--- src/rtl/sdr2b_pkg.sv ---
package sdr2b_pkg;
  // Strobes from the command pipeline into the datapath
  typedef struct packed {
    logic writeBeats;   // a write is collecting its beats this cycle
    logic loadRead;     // the read in the last pipeline stage loads its word
  } ctlStrobes_t;
endpackage

--- src/rtl/sdr2b_ctrl.sv ---
module sdr2b_ctrl
  import sdr2b_pkg::*;
#(
  parameter int ADDR_W = 4
) (
  input  logic              clk,
  input  logic              rstN,
  input  logic              ldN,
  input  logic              rwSel,
  input  logic [ADDR_W-1:0] addr,
  output ctlStrobes_t       strobes,
  output logic [ADDR_W-1:0] wrAddr,
  output logic [ADDR_W-1:0] rdAddr,
  output logic              outValid
);
  localparam int RD_STAGES = 2;

  logic cmdRead, cmdWrite;
  logic wrPend;
  logic [RD_STAGES-1:0] rdPipe;
  logic [ADDR_W-1:0] rdAddrPipe [RD_STAGES];

  assign cmdRead  = !ldN && rwSel;
  assign cmdWrite = !ldN && !rwSel;

  always_ff @(posedge clk) begin
    if (!rstN) begin
      wrPend   <= 1'b0;
      rdPipe   <= '0;
      outValid <= 1'b0;
    end else begin
      wrPend   <= cmdWrite;
      rdPipe   <= {rdPipe[RD_STAGES-2:0], cmdRead};
      outValid <= rdPipe[RD_STAGES-1];
    end
  end

  always_ff @(posedge clk) begin
    wrAddr        <= addr;
    rdAddrPipe[0] <= addr;
  end

  for (genvar st = 1; st < RD_STAGES; st++) begin : gRdStage
    always_ff @(posedge clk) rdAddrPipe[st] <= rdAddrPipe[st-1];
  end

  assign rdAddr             = rdAddrPipe[RD_STAGES-1];
  assign strobes.writeBeats = wrPend;
  assign strobes.loadRead   = rdPipe[RD_STAGES-1];

  // a captured read shows valid three sampled edges later
  assert_read_latency_R4: assert property (@(posedge clk) disable iff (!rstN)
    (!ldN && rwSel) |-> ##3 outValid);

  // any non-read command leaves the bus idle in its slot
  assert_idle_after_nonread_R6: assert property (@(posedge clk) disable iff (!rstN)
    !(!ldN && rwSel) |-> ##3 !outValid);
endmodule

--- src/rtl/sdr2b_datapath.sv ---
module sdr2b_datapath
  import sdr2b_pkg::*;
#(
  parameter int ADDR_W = 4,
  parameter int LANE_W = 9,
  parameter int LANES  = 4
) (
  input  logic                      clk,
  input  logic                      rstN,
  input  ctlStrobes_t               strobes,
  input  logic [ADDR_W-1:0]         wrAddr,
  input  logic [ADDR_W-1:0]         rdAddr,
  input  logic                      outValid,
  input  logic [LANES*LANE_W-1:0]   dqIn,
  input  logic [LANES-1:0]          bwN,
  output logic [LANES*LANE_W-1:0]   dqOut,
  output logic                      dqDrive,
  output logic                      readValid
);
  localparam int BUS_W  = LANES * LANE_W;
  localparam int WORD_W = 2 * BUS_W;
  localparam int DEPTH  = 1 << ADDR_W;

  logic [WORD_W-1:0] mem [DEPTH];
  logic [BUS_W-1:0]  beat0Q;
  logic [LANES-1:0]  bw0Q;
  logic [WORD_W-1:0] oldWord, mergedWord, outWord;

  // First beat lands on the falling edge (complementary clock rise)
  always_ff @(negedge clk) begin
    if (strobes.writeBeats) begin
      beat0Q <= dqIn;
      bw0Q   <= bwN;
    end
  end

  assign oldWord = mem[wrAddr];

  for (genvar g = 0; g < LANES; g++) begin : gLane
    assign mergedWord[g*LANE_W +: LANE_W] =
      bw0Q[g] ? oldWord[g*LANE_W +: LANE_W] : beat0Q[g*LANE_W +: LANE_W];
    assign mergedWord[BUS_W + g*LANE_W +: LANE_W] =
      bwN[g] ? oldWord[BUS_W + g*LANE_W +: LANE_W] : dqIn[g*LANE_W +: LANE_W];
  end

  // Second beat arrives on this rising edge; commit the whole pair
  always_ff @(posedge clk) begin
    if (strobes.writeBeats) mem[wrAddr] <= mergedWord;
    if (strobes.loadRead)   outWord     <= mem[rdAddr];
  end

  // Phase mux: low half while clk high, upper half while clk low
  assign dqOut     = !outValid ? '0 : (clk ? outWord[BUS_W-1:0] : outWord[WORD_W-1:BUS_W]);
  assign dqDrive   = outValid;
  assign readValid = outValid;

  // a commit with every lane disabled leaves the word unchanged
  assert_masked_commit_holds_R3: assert property (@(posedge clk) disable iff (!rstN)
    (strobes.writeBeats && (&bw0Q) && (&bwN)) |=> mem[$past(wrAddr)] == $past(mem[wrAddr]));

  // a fully enabled commit stores beat 0 low and beat 1 high
  assert_full_commit_order_R2: assert property (@(posedge clk) disable iff (!rstN)
    (strobes.writeBeats && bw0Q == '0 && bwN == '0) |=> mem[$past(wrAddr)] == $past({dqIn, beat0Q}));
endmodule

--- src/rtl/sdr2b_sram.sv ---
module sdr2b_sram
  import sdr2b_pkg::*;
#(
  parameter int ADDR_W = 4,
  parameter int LANE_W = 9,
  parameter int LANES  = 4
) (
  input  logic                    clk,
  input  logic                    rstN,
  input  logic                    ldN,
  input  logic                    rwSel,
  input  logic [ADDR_W-1:0]       addr,
  input  logic [LANES*LANE_W-1:0] dqIn,
  input  logic [LANES-1:0]        bwN,
  output logic [LANES*LANE_W-1:0] dqOut,
  output logic                    dqDrive,
  output logic                    readValid
);
  ctlStrobes_t       strobes;
  logic [ADDR_W-1:0] wrAddr, rdAddr;
  logic              outValid;

  sdr2b_ctrl #(.ADDR_W(ADDR_W)) u_ctrl (
    .clk(clk), .rstN(rstN), .ldN(ldN), .rwSel(rwSel), .addr(addr),
    .strobes(strobes), .wrAddr(wrAddr), .rdAddr(rdAddr), .outValid(outValid)
  );

  sdr2b_datapath #(.ADDR_W(ADDR_W), .LANE_W(LANE_W), .LANES(LANES)) u_datapath (
    .clk(clk), .rstN(rstN), .strobes(strobes), .wrAddr(wrAddr), .rdAddr(rdAddr),
    .outValid(outValid), .dqIn(dqIn), .bwN(bwN), .dqOut(dqOut),
    .dqDrive(dqDrive), .readValid(readValid)
  );
endmodule

--- config.mk ---
export PLATFORM = sky130hd
export DESIGN_NAME = sdr2b_sram
export DESIGN_NICKNAME = d
export VERILOG_FILES = /design/src/rtl/sdr2b_pkg.sv /design/src/rtl/sdr2b_ctrl.sv /design/src/rtl/sdr2b_datapath.sv /design/src/rtl/sdr2b_sram.sv
export SDC_FILE = /design/constraint.sdc
export NUM_CORES = 1
export LEC_CHECK = 0
export BUFFER_PORTS_ARGS = -buffer_cell sky130_fd_sc_hd__buf_2
export CAP_MARGIN = 20
export CORE_MARGIN = 4
export CORE_UTILIZATION = 40
export DETAILED_ROUTE_END_ITERATION = 12
export GPL_TIMING_DRIVEN = 0
export PLACE_DENSITY_LB_ADDON = 0.15
export SLEW_MARGIN = 20
export SYNTH_ARGS = -nofsm -noshare
export SYNTH_HDL_FRONTEND = slang
export SYNTH_SLANG_ARGS = --single-unit
--- constraint.sdc ---
create_clock -name clk -period 3.1 [get_ports clk]
set_clock_uncertainty 0.05 [all_clocks]
set_input_delay 0.155 -clock clk [delete_from_list [all_inputs] [get_ports clk]]
set_output_delay 0.155 -clock clk [all_outputs]
set_load 0.02 [all_outputs]
==> results of run 1 <==
cell usage after synthesis:
| cell type | count |
|---|---|
| dfxtp_1 | 12 |
| nand2b_1 | 8 |
| nor2b_1 | 42 |
| buf_1 | 8 |
| mux2i_1 | 36 |
| and2_1 | 3 |
| a22oi_1 | 144 |
| nand3_1 | 6 |
| inv_1 | 1 |
| edfxtp_1 | 1264 |
| mux4_2 | 288 |
| buf_4 | 9 |
| nor3b_1 | 1 |
| buf_2 | 21 |
| nor2_1 | 131 |
| nand2_1 | 81 |
| clkbuf_1 | 62 |
| buf_6 | 19 |
| and3b_1 | 1 |
| nand4_1 | 1 |
layout by cell type (no fill, tap or decap), types with 4 or more instances in the layout:
master         count
nor2_2            46
dfxtp_1           10
clkinv_2          23
buf_2             94
inv_1             41
nand2b_1           6
buf_4             37
nor2_1            36
diode_2            9
mux2i_2            6
nor2b_1           37
clkinv_1          30
nor2b_2            5
clkbuf_2          12
clkbuf_8           4
dlygate4sd3_1     90
mux2i_1           17
nand2_2            5
nand3_2            6
bufinv_16         20
clkbuf_1          62
nor2_4            49
a22oi_1          144
buf_6             25
buf_12            41
buf_1              5
mux2i_4           13
clkbuf_16        144
buf_16             4
edfxtp_1        1264
nand2_1           76
clkinvlp_4        10
mux4_2           288
cell families after synthesis:
logic type | count (synthesis) | share of synthesized area
flops | 1276 | 0.7965
mux | 324 | 0.1428
simple gates | 274 | 0.02460
compound gates | 144 | 0.02254
buf+inv | 120 | 0.01362
critical path, delay by kind of cell, from the launching register on:
kind / cells / cell delay, ns
and+or+nand+nor: 3 / 2.15
DFF: 1 / 0.53
registers in the layout, summed over array words and instances (netlist names):
register,count
u_ctrl.outValid,1
u_ctrl.wrPend,1
u_ctrl.rdAddrPipe,8
u_datapath.bw0Q,4
u_ctrl.rdPipe,2
u_datapath.mem,1152
u_datapath.beat0Q,36
u_datapath.outWord,72
layer usage:
metal  part of all wire  GRT usage  wire length, µm  up-vias
met1               0.41     0.2888            54800    12810
met2               0.47     0.3366            63500     1077
met3              0.093    0.06603            12450      210
li1                   -          -                -     9831
met4              0.027    0.06229             3658        4
met5             0.0011   0.007692              149        -
power groups by stage:
stage | clock [mW] | combinational, mW | sequential, mW
floorplan | 0.639 | 0.763 | 19.4
global placement | 0.648 | 1.43 | 19.4
detailed placement | 0.648 | 1.47 | 19.4
CTS | 18.8 | 1.60 | 19.1
global route | 19.7 | 1.68 | 19.1
finish | 18.5 | 1.60 | 19.1
final cells by class:
cell class	instances	area (µm²)
fill	9714	60450
sequential	1276	38200
multi-input combinational	742	9841
clock buffer	201	3923
timing repair buffer	206	2248
tap	1600	2002
clock inverter	132	1159
buffer	114	705.7
antenna	9	22.52
stage by stage:
step                      TNS, ns  hold slack, ns  instance area [µm²]  setup slack (ns)
after CTS                  -3.987         0.01423                57990           -0.1986
after floorplan            -19.44          0.1327                48140           -0.1139
after global routing       -2.490         0.08713                58090           -0.1050
final                     -0.6529         0.08630                58100          -0.03090
after detailed placement  -240.65          0.2134                50780           -0.5758
after global placement    -361.98          0.2144                50560           -0.9475
path summary, 6_finish.rpt:
check | slack [ns] | endpoint | cells past startpoint | startpoint
worst min-delay path | 0.09 | u_ctrl.rdAddrPipe[0][2] | 3 | addr[2]
worst max register to register | -0.03 | u_datapath.mem[2][64] | 3 | u_ctrl.rdAddrPipe[0][1]
worst max-delay path | -0.03 | u_datapath.mem[2][64] | 3 | u_ctrl.rdAddrPipe[0][1]
worst min register to register | 0.40 | u_ctrl.rdPipe[1] | 1 | u_ctrl.rdPipe[0]
repair_timing:
item | in CTS | in global routing
pin swaps | 40 | 0
buffers inserted | 59 | 2
hold buffers | 90 | 0
resized for setup | 154 | 10
endpoints found under the setup margin | 776 | 128
endpoints found under the hold margin | 683 | 0
==> out/results.tsv, run 1 <==
stage	metric	value	unit
status	status	finished, violations left	
status	violations	negative setup slack	
sta	max_slew_margin	0.1239	
global_route	grt_max_degree	57	
floorplan	core-area	0.1186	mm²
sta	rsz0062_at_grt	true	
yosys	ys_seq_elements	1276	
yosys	netlist_area	0.04796	mm²
run	maxCapViolCount	0	
floorplan	fp.dieArea	0.1255	mm²
setup_path	cp-start-kind	flip-flop	
sta	max_freq	319.4	MHz
finish	num-nets-final	2610	
detailed_routing	final_antenna_net_count	0	
placed_design	hpwl	87.86	mm
power_and_ir_drop	leakagePower	18.52	nW
detailed_routing	drc	0	
detailed_routing	wl_per_cell	31.44	µm
yosys	synth-seq-area-share	0.7965	
yosys	synthesis.nets	2186	
floorplan	chipWidth	354.3	µm
floorplan	die_h	354.3	µm
power_and_ir_drop	cellPowerDensity	674.5	mW/mm²
power_and_ir_drop	clkPwrFrac	0.472	
detailed_routing	wl	134.6	mm
global_route	grt_pass1_vias	24720	
setup_path	crit_required	3.87	ns
detailed_routing	drtIter0Drc	2662	
power_and_ir_drop	vdd_drop_max	0.0004596	V
sta	finalCriticalPeriod	3.131	ns
hold_path	hp-class	input pin to flip-flop	
yosys	synth_warnings	0	
setup_path	slowest_stage	nand2_1	
placed_design	gp_congestion	0.8347	
setup_path	crit_path_max_fanout	9	
floorplan	initial_core_util	0.4045	
setup_path	critPathKind	flip-flop to flip-flop	
global_route	overflow	0	
yosys	syn_inst	2138	
finish	final_layout_size_suffix_gt1_frac	0.3171	
detailed_routing	routed_via_density	5.592	
global_route	antenna_found_initial	12	
sta	setup_viol	46	
power_and_ir_drop	total_power	39.19	mW
setup_path	cp_cell_sequence	nor2b_1, nand2_1, nor2_2	
power_and_ir_drop	switching_share	0.2247	
setup_path	cp-end-kind	flip-flop	
yosys	synth_top_area_frac	0.7915	
yosys	avgSynthCellArea	22.43	µm²
clocking	clkLatencyLatePin	1.19	ns
yosys	ys_top_cells_by_area	edfxtp_1 (79%), mux4_2 (14%), a22oi_1 (2.3%), nor2_1 (1.0%), mux2i_1 (0.75%)	
power_and_ir_drop	p_comb_frac	0.041	
global_route	grt_pass1_wl	186.9	mm
floorplan	num_rows	126	
sta	tightestPinTransition	1.311	ns
sta	slew_violations	0	
sta	period_share	1.010	
finish	area_growth	21.16	%
finish	stdcell_count	4280	
sta	hold_viol_final	0	
finish	utilization	0.4901	
placed_design	dp.cells	3831	
clocking	cts_tree	done	
sta	fin_ws	-0.03090	ns
yosys	yosys.area.top_type	edfxtp_1	
floorplan	io_pins	86	
detailed_routing	vias	23940	
global_route	grt_use_total	0.2139	
power_and_ir_drop	switching_power	8.807	mW
yosys	ys_types	20	
placed_design	portBuffers	85	
setup_path	slowest_delay	0.87	ns
clocking	path_clk_slew	0.07	ns
detailed_routing	dr.pass1.iters	6	
power_and_ir_drop	seqPwrFrac	0.487	
power_and_ir_drop	internal_power	30.39	mW
setup_path	arrival	3.90	ns
Power figures use the tool's default switching activity.
==> run 2: changes to the inputs <==
- clock period: 3.1 -> 2.8 ns (I/O delays scaled with it)
==> out/results.tsv, run 2 (synthesis results as in run 1) <==
stage	metric	value	unit	change
setup_path	crit_path_max_fanout	9		unchanged
placed_design	gp_congestion	0.8000		was 0.8347
power_and_ir_drop	vdd_drop_max	0.0006165	V	was 0.0004596 V
floorplan	core-area	0.1186	mm²	unchanged
hold_path	hp-class	input pin to flip-flop		unchanged
clocking	cts_tree	done		unchanged
floorplan	num_rows	126		unchanged
sta	slew_violations	0		unchanged
detailed_routing	wl	126.5	mm	was 134.6 mm
clocking	clkLatencyLatePin	1.20	ns	was 1.19 ns
finish	area_growth	20.08	%	was 21.16%
power_and_ir_drop	cellPowerDensity	750.4	mW/mm²	was 674.5 mW/mm²
detailed_routing	final_antenna_net_count	0		unchanged
setup_path	cp_cell_sequence	nor2b_1, nand3_2, nor2_2		was nor2b_1, nand2_1, nor2_2
finish	regMostFlops	u_datapath.mem		unchanged
finish	stdcell_count	4229		was 4,280
finish	most-common-layout-cells	edfxtp_1 (1,264), mux4_2 (288), clkbuf_16 (159)		was edfxtp_1 (1,264), mux4_2 (288), a22oi_1 (144), clkbuf_16 (144), buf_2 (94)
finish	final_layout_size_suffix_gt1_frac	0.3229		was 0.3171
floorplan	io_pins	86		unchanged
setup_path	cp-end-kind	flip-flop		unchanged
sta	max_freq	337.2	MHz	was 319.4 MHz
status	violations	negative setup slack		unchanged
floorplan	fp.dieArea	0.1255	mm²	unchanged
global_route	grt_pass1_wl	179.2	mm	was 186.9 mm
floorplan	die_h	354.3	µm	unchanged
power_and_ir_drop	leakagePower	18.17	nW	was 18.52 nW
finish	reg_top3	u_datapath.mem (1152), u_datapath.outWord (72), u_datapath.beat0Q (36)		unchanged
global_route	grt_max_degree	49		was 57
finish	final_common_cell	edfxtp_1		unchanged
detailed_routing	drtIter0Drc	2329		was 2,662
setup_path	slowest_stage	nor2_2		was nand2_1
setup_path	cp-start-kind	flip-flop		unchanged
finish	largest_register_ffs	1152		unchanged
detailed_routing	drc	0		unchanged
sta	setup_viol	112		was 46
placed_design	place_area	0.05083	mm²	was 0.05078 mm²
placed_design	hpwl	83.08	mm	was 87.86 mm
floorplan	initial_core_util	0.4045		unchanged
setup_path	arrival	3.75	ns	was 3.90 ns
sta	period_share	1.059		was 1.010
floorplan	chipWidth	354.3	µm	unchanged
finish	num-nets-final	2572		was 2,610
sta	hold_viol_final	0		unchanged
clocking	path_clk_slew	0.06	ns	was 0.07 ns
global_route	grt_use_total	0.2030		was 0.2139
sta	finalCriticalPeriod	2.966	ns	was 3.131 ns
sta	tightestPinTransition	1.018	ns	was 1.311 ns
global_route	overflow	0		unchanged
setup_path	slowest_delay	0.82	ns	was 0.87 ns
placed_design	portBuffers	85		unchanged
status	status	finished, violations left		unchanged
detailed_routing	dr.pass1.iters	7		was 6
sta	whs	0.09378	ns	was 0.08630 ns
sta	rsz0062_at_grt	true		unchanged
sta	max_slew_margin	0.3214		was 0.1239
finish	nFillCells	9716		was 9,714
placed_design	dp.cells	3829		was 3,831
detailed_routing	routed_via_density	5.558		was 5.592
run	maxCapViolCount	0		unchanged
setup_path	crit_required	3.59	ns	was 3.87 ns
global_route	grt_pass1_vias	25070		was 24,720
finish	fin_area	0.05759	mm²	was 0.05810 mm²
detailed_routing	vias	23510		was 23,940
global_route	antenna_found_initial	11		was 12
sta	fin_ws	-0.1659	ns	was -0.03090 ns
detailed_routing	wl_per_cell	29.92	µm	was 31.44 µm
setup_path	critPathKind	flip-flop to flip-flop		unchanged
## run 2: report_power, final
group          switching (mW)  leakage (nW)  total [mW]  internal (mW)
Combinational            1.05          3.68        1.70          0.650
Sequential              0.103          11.5        21.1           21.0
Clock                    8.54          2.98        20.4           11.8
Total                    9.70          18.2        43.2           33.5
## run 2: critical path, delay by kind of cell (launching register included)
family           cells  cell delay, ns
DFF                  1            0.50
and+or+nand+nor      3            2.02
## run 2: path summary, 6_finish.rpt
kind | start | to | slack [ns] | depth (start not counted)
setup / recovery | u_ctrl.rdAddrPipe[0][2] | u_datapath.mem[7][28] | -0.17 | 3
hold / removal | addr[3] | u_ctrl.rdAddrPipe[0][3] | 0.09 | 3
setup reg to reg | u_ctrl.rdAddrPipe[0][2] | u_datapath.mem[7][28] | -0.17 | 3
hold reg to reg | u_ctrl.rdPipe[0] | u_ctrl.rdPipe[1] | 0.41 | 1
## run 2: final cells by class
| type | count | area [µm²] | share of cell area |
|---|---|---|---|
| Antenna cell | 3 | 7.507 | 0.0001304 |
| Buffer | 118 | 809.5 | 0.01406 |
| Clock buffer | 220 | 4357 | 0.07566 |
| Clock inverter | 112 | 734.5 | 0.01275 |
| Multi-Input combinational cell | 743 | 10040 | 0.1744 |
| Sequential cell | 1276 | 38210 | 0.6635 |
| Tap cell | 1600 | 2002 | 0.03476 |
| Timing Repair Buffer | 157 | 1426 | 0.02477 |
## run 2: layer usage
layer	track usage	part of all wire	vias up	wire, µm
met5	0	0.00016	-	20
met2	0.3085	0.47	937	59000
li1	-	-	9765	-
met3	0.06952	0.089	291	11260
met4	0.08569	0.036	4	4594
met1	0.2685	0.41	12510	51630
## run 2: stage by stage
step                setup slack, ns  setup TNS (ns)  power [mW]    util
floorplan                   -0.1340          -38.69       23.04       -
finish                      -0.1659          -8.107       43.21  0.4857
global route                -0.2054          -12.41       44.66  0.4857
CTS                         -0.2515          -29.80       43.85  0.4842
detailed placement          -0.6732         -279.20       23.78  0.4287
global placement            -0.9267         -437.46       23.74  0.4275
## run 2: repair_timing
action | 4_1_cts | 5_1_grt
hold endpoints to repair | 755 | 0
cloned | 0 | 1
gates resized for setup | 196 | 45
hold buffers | 93 | 0
endpoints found under the setup margin | 1052 | 739
setup buffers | 8 | 3
pin swaps | 6 | 1
